File: src/rtl/pwrseq_pkg.sv
package pwrseq_pkg;

    localparam int IMG_W = 32;

    // reset register fields
    localparam int RST_STOP = 0;
    localparam int RST_CORE = 1;
    localparam int RST_BUS  = 2;

    // power-control register fields
    localparam int PWR_TAG   = 16;
    localparam int PWR_TRACE = 17;
    localparam int PWR_STBY  = 18;
    localparam int PWR_RET   = 19;
    localparam int PWR_CLAMP = 20;
    localparam int PWR_HSW   = 21;
    localparam int PWR_BYP   = 22;

    // clock-mux register field
    localparam int CLK_CORE_EN = 1;

    typedef enum logic [3:0] {
        ST_IDLE,
        ST_HALT,
        ST_HSW,
        ST_SETTLE,
        ST_MEM,
        ST_BANK,
        ST_UNCLAMP,
        ST_CORE,
        ST_CLKEN,
        ST_GO,
        ST_BOOT
    } seq_state_e;

    typedef struct packed {
        logic [IMG_W-1:0] rst_r;
        logic [IMG_W-1:0] pwr_r;
        logic [IMG_W-1:0] clk_r;
    } reg_img_t;

    function automatic logic [IMG_W-1:0] bit_mask(input int pos);
        return {{(IMG_W-1){1'b0}}, 1'b1} << pos;
    endfunction

    localparam logic [IMG_W-1:0] PWR_AT_RESET = {{(IMG_W-1){1'b0}}, 1'b1} << PWR_CLAMP;

endpackage

File: src/rtl/pwrseq_tick_timer.sv
module pwrseq_tick_timer #(
    parameter int LIMIT = 1
) (
    input  logic clk,
    input  logic rst,
    input  logic clr,
    input  logic tick,
    output logic expired
);
    localparam int CW = $clog2(LIMIT + 2);

    logic [CW-1:0] cnt;

    // expired only after LIMIT+1 ticks, so a full LIMIT microseconds have elapsed
    assign expired = (cnt > CW'(LIMIT));

    always_ff @(posedge clk) begin
        if (rst || clr) begin
            cnt <= '0;
        end else if (tick && !expired) begin
            cnt <= cnt + 1'b1;
        end
    end
endmodule

File: src/rtl/pwrseq_gap_counter.sv
module pwrseq_gap_counter #(
    parameter int GAP = 4
) (
    input  logic clk,
    input  logic rst,
    input  logic load,
    output logic ready
);
    localparam int CW = (GAP > 1) ? $clog2(GAP + 1) : 1;

    logic [CW-1:0] cnt;

    assign ready = (cnt == '0);

    always_ff @(posedge clk) begin
        if (rst) begin
            cnt <= '0;
        end else if (load) begin
            cnt <= CW'(GAP - 1);
        end else if (cnt != '0) begin
            cnt <= cnt - 1'b1;
        end
    end
endmodule

File: src/rtl/subsys_pwrup_seq.sv
module subsys_pwrup_seq
    import pwrseq_pkg::*;
#(
    parameter int STAT_W          = 8,
    parameter int NBANK           = 3,
    parameter int BANK_GAP        = 4,
    parameter int SETTLE_US       = 1,
    parameter int BOOT_TIMEOUT_US = 1000000
) (
    input  logic              clk,
    input  logic              rst,
    input  logic              start_i,
    input  logic [STAT_W-1:0] boot_stat_i,
    input  logic              us_tick_i,
    output logic [31:0]       rst_img_o,
    output logic [31:0]       pwr_img_o,
    output logic [31:0]       clk_img_o,
    output logic              busy_o,
    output logic              done_o,
    output logic              err_o
);
    localparam int IDX_W = (NBANK > 1) ? $clog2(NBANK) : 1;
    localparam int SB_W  = $clog2(BANK_GAP + 2);

    seq_state_e       state, nxt;
    reg_img_t         img;
    logic [IDX_W-1:0] bank_idx;
    logic             settle_ok, boot_expired, gap_ok, bank_wr;
    logic             stat_seen, boot_good;
    logic             done_q, err_q;

    assign stat_seen = |boot_stat_i;
    assign boot_good = (boot_stat_i == STAT_W'(1));
    assign bank_wr   = (state == ST_BANK) && gap_ok;

    pwrseq_tick_timer #(.LIMIT(SETTLE_US)) u_settle (
        .clk     (clk),
        .rst     (rst),
        .clr     (state != ST_SETTLE),
        .tick    (us_tick_i),
        .expired (settle_ok)
    );

    pwrseq_tick_timer #(.LIMIT(BOOT_TIMEOUT_US)) u_boot (
        .clk     (clk),
        .rst     (rst),
        .clr     (state != ST_BOOT),
        .tick    (us_tick_i),
        .expired (boot_expired)
    );

    pwrseq_gap_counter #(.GAP(BANK_GAP)) u_gap (
        .clk   (clk),
        .rst   (rst),
        .load  (bank_wr),
        .ready (gap_ok)
    );

    always_comb begin
        nxt = state;
        unique case (state)
            ST_IDLE:    if (start_i) nxt = ST_HALT;
            ST_HALT:    nxt = ST_HSW;
            ST_HSW:     nxt = ST_SETTLE;
            ST_SETTLE:  if (settle_ok) nxt = ST_MEM;
            ST_MEM:     nxt = ST_BANK;
            ST_BANK:    if (bank_wr && bank_idx == '0) nxt = ST_UNCLAMP;
            ST_UNCLAMP: nxt = ST_CORE;
            ST_CORE:    nxt = ST_CLKEN;
            ST_CLKEN:   nxt = ST_GO;
            ST_GO:      nxt = ST_BOOT;
            ST_BOOT:    if (stat_seen || boot_expired) nxt = ST_IDLE;
            default:    nxt = ST_IDLE;
        endcase
    end

    always_ff @(posedge clk) begin
        if (rst) begin
            state     <= ST_IDLE;
            img.rst_r <= '0;
            img.pwr_r <= PWR_AT_RESET;
            img.clk_r <= '0;
            bank_idx  <= '0;
            done_q    <= 1'b0;
            err_q     <= 1'b0;
        end else begin
            state <= nxt;
            case (state)
                ST_IDLE: begin
                    if (start_i) begin
                        done_q <= 1'b0;
                        err_q  <= 1'b0;
                    end
                end
                ST_HALT:
                    img.rst_r <= img.rst_r | bit_mask(RST_STOP) | bit_mask(RST_CORE)
                                           | bit_mask(RST_BUS);
                ST_HSW:
                    img.pwr_r <= img.pwr_r | bit_mask(PWR_HSW) | bit_mask(PWR_BYP);
                ST_MEM: begin
                    img.pwr_r <= img.pwr_r | bit_mask(PWR_RET) | bit_mask(PWR_TAG)
                                           | bit_mask(PWR_TRACE) | bit_mask(PWR_STBY);
                    bank_idx  <= IDX_W'(NBANK - 1);
                end
                ST_BANK: begin
                    if (bank_wr) begin
                        img.pwr_r[bank_idx] <= 1'b1;
                        if (bank_idx != '0) bank_idx <= bank_idx - 1'b1;
                    end
                end
                ST_UNCLAMP: img.pwr_r[PWR_CLAMP]   <= 1'b0;
                ST_CORE:    img.rst_r[RST_CORE]    <= 1'b0;
                ST_CLKEN:   img.clk_r[CLK_CORE_EN] <= 1'b1;
                ST_GO:      img.rst_r[RST_STOP]    <= 1'b0;
                ST_BOOT: begin
                    if (stat_seen) begin
                        done_q <= boot_good;
                        err_q  <= !boot_good;
                    end else if (boot_expired) begin
                        err_q  <= 1'b1;
                    end
                end
                default: ;
            endcase
        end
    end

    assign rst_img_o = img.rst_r;
    assign pwr_img_o = img.pwr_r;
    assign clk_img_o = img.clk_r;
    assign busy_o    = (state != ST_IDLE);
    assign done_o    = done_q;
    assign err_o     = err_q;

    // ---------------------------------------------------------------
    // Assertions
    // ---------------------------------------------------------------
    logic            past_ok;
    logic [NBANK-1:0] bank_prev;
    logic [SB_W-1:0] since_bank;
    logic            bank_rise;

    assign bank_rise = |(img.pwr_r[NBANK-1:0] & ~bank_prev);

    always_ff @(posedge clk) begin
        if (rst) begin
            past_ok    <= 1'b0;
            bank_prev  <= '0;
            since_bank <= '0;
        end else begin
            past_ok   <= 1'b1;
            bank_prev <= img.pwr_r[NBANK-1:0];
            if (bank_rise)
                since_bank <= SB_W'(1);
            else if (since_bank < SB_W'(BANK_GAP))
                since_bank <= since_bank + 1'b1;
        end
    end


    one_write_chk: assert property (@(posedge clk) disable iff (rst)
        past_ok |-> ($countones({rst_img_o != $past(rst_img_o),
                                 pwr_img_o != $past(pwr_img_o),
                                 clk_img_o != $past(clk_img_o)}) <= 1));


    halt_first_chk: assert property (@(posedge clk) disable iff (rst)
        $rose(busy_o) |=> (rst_img_o[2:0] == 3'b111));


    clamp_first_chk: assert property (@(posedge clk) disable iff (rst)
        $fell(rst_img_o[RST_CORE]) |-> !pwr_img_o[PWR_CLAMP]);


    clk_first_chk: assert property (@(posedge clk) disable iff (rst)
        $fell(rst_img_o[RST_STOP]) |-> clk_img_o[CLK_CORE_EN]);


    bank_gap_chk: assert property (@(posedge clk) disable iff (rst)
        (bank_rise && bank_prev[NBANK-1]) |-> (since_bank >= SB_W'(BANK_GAP)));

    generate
        for (genvar b = 0; b < NBANK - 1; b++) begin : g_order

            bank_order_chk: assert property (@(posedge clk) disable iff (rst)
                $rose(pwr_img_o[b]) |-> (&pwr_img_o[NBANK-1:b+1]));
        end
    endgenerate


    done_on_one_chk: assert property (@(posedge clk) disable iff (rst)
        (state == ST_BOOT && boot_stat_i == STAT_W'(1)) |=> (done_o && !busy_o));


    flag_excl_chk: assert property (@(posedge clk) disable iff (rst)
        !(done_o && err_o) && !(busy_o && (done_o || err_o)));

endmodule

File: config.mk
export PLATFORM = sky130hd
export DESIGN_NAME = subsys_pwrup_seq
export DESIGN_NICKNAME = d
export VERILOG_FILES = /design/src/rtl/pwrseq_pkg.sv /design/src/rtl/pwrseq_tick_timer.sv /design/src/rtl/pwrseq_gap_counter.sv /design/src/rtl/subsys_pwrup_seq.sv
export SDC_FILE = /design/constraint.sdc
export NUM_CORES = 1
export LEC_CHECK = 0
export CAP_MARGIN = 20
export CORE_MARGIN = 10
export CORE_UTILIZATION = 40
export CTS_CLUSTER_SIZE = 25
export DETAILED_ROUTE_END_ITERATION = 8
export PLACE_DENSITY = 0.74
export SYNTH_ARGS = -nofsm -noshare
export SYNTH_HDL_FRONTEND = slang
export SYNTH_HIERARCHICAL = 1
export SYNTH_SLANG_ARGS = --single-unit
File: constraint.sdc
create_clock -name clk -period 4.3 [get_ports clk]
set_clock_uncertainty 0.05 [all_clocks]
set_input_delay 0.86 -clock clk [delete_from_list [all_inputs] [get_ports clk]]
set_output_delay 0.86 -clock clk [all_outputs]
set_load 0.1 [all_outputs]
==> results_dict.tcl, run 1 <==
set metrics [dict create \
    cpPeakStageDelay_ns 1.13 \
    ctsResizeCount 0 \
    via_per_inst 4.741 \
    critical_path_arrival_ns 2.33 \
    pre_cts_ws_ns 1.393 \
    syn_avg_cell_area_sq_um 8.097 \
    finalSetupViolCount 0 \
    dp_hpwl_mm 4.950 \
    cap_viol_max_count 0 \
    rsz0062_at_grt "no" \
    pwr-share-comb 0.445 \
    grt_start_max_net_pins 23 \
    n_fill_cell 747 \
    status "complete, no violations" \
    area_delta_synth_final_pct 4.572 \
    overflow 0 \
    hold_buffers 0 \
    drc_errors 0 \
    end_kind "output port" \
    synth_warnings 6 \
    synth_cell_types 57 \
    antennaDiodeCount 0 \
    post-cts-setup-buffers 0 \
    cp_num_buf_inv 1 \
    antenna_found_initial 0 \
    timing.setup.tns_ns 0 \
    path_delay_family "buffers and inverters" \
    startpoint "state[2]$_SDFFE_PP0P_" \
    nNetsFinal 407 \
    yosysSeqAreaShare 0.2981 \
    dieArea_sq_um 11230 \
    switching_share 0.4909 \
    final_common_cell "conb_1" \
    place.gp.congestion 0.8276 \
    worstPathCellList "nor2_1 > nand2_1 > clkdlybuf4s50_1" \
    gr-usage-all-layers 0.1047 \
    clk_pin_slew_ns 0.09 \
    cts-root-buf "clkbuf_8" \
    drv_slew 0 \
    wl_per_cell_um 12.65 \
    cts.path.max_buffers 2 \
    reg2reg_from "u_boot/cnt[13]$_SDFFE_PP0P_" \
    tightest_slew_ns 0.9878 \
    fin_hold_ws_ns 0.4245 \
    firstDrtPassIters 4 \
    min_period_over_period 0.7528 \
    relSlewSlack 0.3394 \
    min_period_ns 3.237 \
    final_cell_mix "81 x conb_1, 44 x dfxtp_1, 32 x a21oi_1" \
    p_int_w 0.0007090 \
    ys_ff_latch 44 \
    synth_ff_type "dfxtp_1" \
    vias 2304 \
    worstPathMaxFanout 14 \
    clk_latency_ns 0.29 \
    rows 31 \
    ir_drop_v 0.0001811 \
    synth_area_sq_um 2955 \
    tritoncts "done" \
    start_kind "flop" \
    die_h_um 106.0 \
    portBuffers 29 \
    cp_data_required_time_ns 3.39 \
    clkPwrFrac 0.223 \
    pin_count 111 \
    power.density_nw_per_um2 450.6 \
    drt-initial-drc-count 81 \
    power_w 0.001393 \
    synthArstFlopShare 0 \
    synth-edff-count 0 \
    synthCells 365 \
    clock_sinks 44 \
    p_leak_nw 1.158 \
    min_path_type "reg2reg" \
    grt_pass1_vias 2244 \
    worstSetupPathType "reg2out" \
    numCtsBuffers 5 \
    min_from "pwr_img_o[20]$_SDFFE_PP1P_" \
    htreeDepth 2 \
    critical_path.slowest_cell "clkdlybuf4s50_1" \
    setup_ws_ns 1.063 \
    core_area_sq_um 7214 \
    max_freq_ghz 0.3089 \
    antenna_left 0 \
    initial_core_util 0.4096 \
    grt_pass1_wl_mm 10.36 \
    die_w_um 106.0 \
    power.switching_w 0.0006836 \
    finalHoldViolations 0 \
    drt_wl_total_mm 6.148 \
    drive_above_1_share 0.05426 \
    seq_power_share 0.332 \
]
==> per-layer routing <==
| layer | part of all wire | GRT usage | vias up |
|---|---|---|---|
| met5 | 0 | 0 | - |
| met4 | 0.0060 | 0.03385 | 0 |
| met3 | 0.092 | 0.05012 | 5 |
| met2 | 0.49 | 0.1754 | 69 |
| met1 | 0.41 | 0.1145 | 1085 |
| li1 | - | - | 1145 |
==> cell usage after synthesis (5+ instances only) <==
| cell type | count | area (sq um) |
|---|---|---|
| nand2_1 | 18 | 67.56 |
| buf_4 | 87 | 653.1 |
| nor3_1 | 7 | 35.03 |
| inv_1 | 17 | 63.81 |
| ha_1 | 9 | 112.6 |
| nand3_1 | 10 | 50.05 |
| o21ai_0 | 20 | 100.1 |
| nor2_1 | 24 | 90.09 |
| o31ai_1 | 5 | 37.54 |
| dfxtp_1 | 44 | 880.8 |
| a21oi_1 | 32 | 160.2 |
| nand4_1 | 7 | 43.79 |
| or3_1 | 16 | 100.1 |
==> worst register-to-register path, stage by stage, from the launching register on <==
cell	delay, ns
dfxtp_1	0.34
or4_4	0.54
nor3b_2	0.23
a22oi_2	0.20
buf_4	0.27
or3_1	0.36
a21oi_1	0.15
==> metrics by stage <==
stage / instances / area (sq um) / utilization
floorplan: 445 / 3256 / -
global placement: 478 / 2983 / 0.4135
detailed placement: 478 / 2983 / 0.4135
CTS: 486 / 3090 / 0.4284
global route: 486 / 3090 / 0.4284
finish: 486 / 3090 / 0.4284
==> cell families after synthesis <==
family	synth area share
muxes	0.003387
buffers and inverters	0.2591
other	0.001269
DFF	0.2981
AOI/OAI and AO/OA	0.1668
and+or+nand+nor	0.2303
xor gates and xnor gates	0.002964
adders and majority gates	0.03810
==> cell type report <==
cell class | instances | area (sq um) | area share
repair buffers | 31 | 305.3 | 0.09879
multi-input cells | 287 | 1609 | 0.5206
inverters | 17 | 63.81 | 0.02065
flip-flops and latches | 44 | 880.8 | 0.2850
clock inverters | 2 | 35.03 | 0.01134
well taps | 99 | 123.9 | 0.04008
clock buffers | 6 | 72.57 | 0.02348
==> final timing paths <==
path / endpoint / slack (ns) / depth (start not counted)
min reg2reg: pwr_img_o[20]$_SDFFE_PP1P_ / 0.42 / 1
min: pwr_img_o[20]$_SDFFE_PP1P_ / 0.42 / 1
max: busy_o / 1.06 / 3
max reg2reg: u_boot/cnt[12]$_SDFFE_PP0P_ / 2.07 / 6
==> power by group through the flow <==
stage / logic, W / registers [W] / clock network [W]
floorplan: 0.000549 / 0.000525 / 0
global placement: 0.000606 / 0.000469 / 0
detailed placement: 0.000615 / 0.000471 / 0
CTS: 0.000616 / 0.000462 / 0.000321
global route: 0.000647 / 0.000467 / 0.000332
finish: 0.000620 / 0.000463 / 0.000310
==> registers in the layout (all words and copies together), names as in the netlist <==
signal        cells
state             4
u_boot/cnt       20
u_gap/cnt         3
clk_img_o         1
u_settle/cnt      2
rst_img_o         3
err_o             1
pwr_img_o         7
bank_idx          2
done_o            1
Note: power is estimated with default switching activity, not from simulation.
==> run 2, diff against run 1 <==
==> constraint.sdc (replaced) <==
create_clock -name clk -period 3.2 [get_ports clk]
set_clock_uncertainty 0.05 [all_clocks]
set_input_delay 0.64 -clock clk [delete_from_list [all_inputs] [get_ports clk]]
set_output_delay 0.64 -clock clk [all_outputs]
set_load 0.1 [all_outputs]
==> results_dict.tcl, run 2 (same netlist as run 1, synthesis figures left out) <==
set metrics [dict create \
    status "complete, no violations" \
    dpl_cell_area_sq_um 2945 \
    p_leak_nw 1.204 \
    regArea_sq_um 880.8 \
    cts-root-buf "clkbuf_8" \
    largest_reg_flops 20 \
    critical_path_arrival_ns 1.48 \
    drt_wl_total_mm 6.159 \
    antenna_left 0 \
    min_path_type "reg2reg" \
    cap_viol_max_count 0 \
    clkPwrFrac 0.243 \
    fin_area_sq_um 3072 \
    seq_power_share 0.326 \
    final_common_cell "conb_1" \
    tightest_slew_ns 0.5539 \
    reg2regPathDepth 6 \
    min_period_ns 2.172 \
    nNetsFinal 408 \
    finalNonFillerCells 487 \
    min_period_over_period 0.6787 \
    ir_drop_v 0.0001904 \
    tritoncts "done" \
    rows 31 \
    end_kind "output port" \
    place.gp.congestion 0.9086 \
    antenna_found_initial 0 \
    fin_util 0.4258 \
    finalSetupViolCount 0 \
    hold-path-cell-count 1 \
    firstDrtPassIters 4 \
    drt-initial-drc-count 123 \
    area_delta_synth_final_pct 3.937 \
    die_h_um 106.0 \
    pin_count 111 \
    ctsResizeCount 0 \
    dp_cells 479 \
    portBuffers 29 \
    regMostFlops "u_boot/cnt" \
    antennaDiodeCount 0 \
    cts.path.max_buffers 2 \
    setup_ws_ns 1.028 \
    finalHoldViolations 0 \
    pwr-share-comb 0.431 \
    htreeDepth 2 \
    core_area_sq_um 7214 \
    worstPathMaxFanout 14 \
    overflow 0 \
    post-cts-setup-buffers 0 \
    drive_above_1_share 0.1057 \
    gr-usage-all-layers 0.1057 \
    clk_pin_slew_ns 0.08 \
    vias 2333 \
    power.switching_w 0.0009105 \
    cp_data_required_time_ns 2.51 \
    dieArea_sq_um 11230 \
    rsz0062_at_grt "no" \
    timing.setup.tns_ns 0 \
    clock_sinks 44 \
    pre_cts_ws_ns 0.7443 \
    power.density_nw_per_um2 618.6 \
    n_fill_cell 738 \
    wl_per_cell_um 12.65 \
    die_w_um 106.0 \
    p_int_w 0.0009897 \
    hold_buffers 0 \
    drc_errors 0 \
    start_kind "flop" \
    max_freq_ghz 0.4604 \
    clk_latency_ns 0.29 \
    initial_core_util 0.4096 \
    relSlewSlack 0.6279 \
    grt_pass1_wl_mm 10.30 \
    drv_slew 0 \
    dp_hpwl_mm 4.882 \
    grt_start_max_net_pins 27 \
    grt_pass1_vias 2208 \
    switching_share 0.4791 \
    worstSetupPathType "reg2out" \
    numCtsBuffers 5 \
    final_cell_mix "81 x conb_1, 44 x dfxtp_1, 32 x a21oi_1" \
    via_per_inst 4.791 \
    multi_input_area_sq_um 1609 \
]
==> run 2: cell count changes in the layout (fill, tap and decap cells not counted), sizes merged <==
cell           previous run  this run
clkbuf                    6         7
clkdlybuf4s50            29        11
buf                       2        21
clkinv                    1         0
==> run 2: power groups by stage <==
stage	combinational [W]	clock [W]	sequential [W]
after floorplan	0.000738	0	0.000706
after global placement	0.000809	0	0.000631
after detailed placement	0.000816	0	0.000631
after CTS	0.000817	0.000483	0.000619
after global routing	0.000857	0.000505	0.000627
final	0.000819	0.000462	0.000619
==> run 2: worst max-delay path, stage by stage, from the launching register on <==
cell and delay, ns:
dfxtp_1 0.59, nor2_1 0.20, nand2_1 0.11, buf_4 0.29
==> run 2: cell type report <==
class | count | area share
Clock inverter | 1 | 0.009776
Timing Repair Buffer | 32 | 0.08717
Tap cell | 99 | 0.04033
Multi-Input combinational cell | 287 | 0.5238
Sequential cell | 44 | 0.2868
Inverter | 17 | 0.02077
Clock buffer | 7 | 0.03136
==> run 2: worst paths after layout <==
check,startpoint,end,slack [ns]
hold / removal,pwr_img_o[20]$_SDFFE_PP1P_,pwr_img_o[20]$_SDFFE_PP1P_,0.42
setup / recovery,state[2]$_SDFFE_PP0P_,busy_o,1.03
setup reg to reg,u_boot/cnt[15]$_SDFFE_PP0P_,u_boot/cnt[7]$_SDFFE_PP0P_,1.05
hold reg to reg,pwr_img_o[20]$_SDFFE_PP1P_,pwr_img_o[20]$_SDFFE_PP1P_,0.42
==> run 2: stage by stage <==
| stage | hold WS, ns | total power, W |
|---|---|---|
| after floorplan | 0.3827 | 0.001444 |
| after global placement | 0.3901 | 0.001440 |
| after detailed placement | 0.4016 | 0.001447 |
| after CTS | 0.4212 | 0.001918 |
| after global routing | 0.4493 | 0.001989 |
| final | 0.4177 | 0.001900 |
==> run 2: metal layers <==
metal	share of wire	GRT usage
met4	0.012	0.02998
met3	0.098	0.04469
met2	0.47	0.1736
met5	0	0
met1	0.42	0.1233
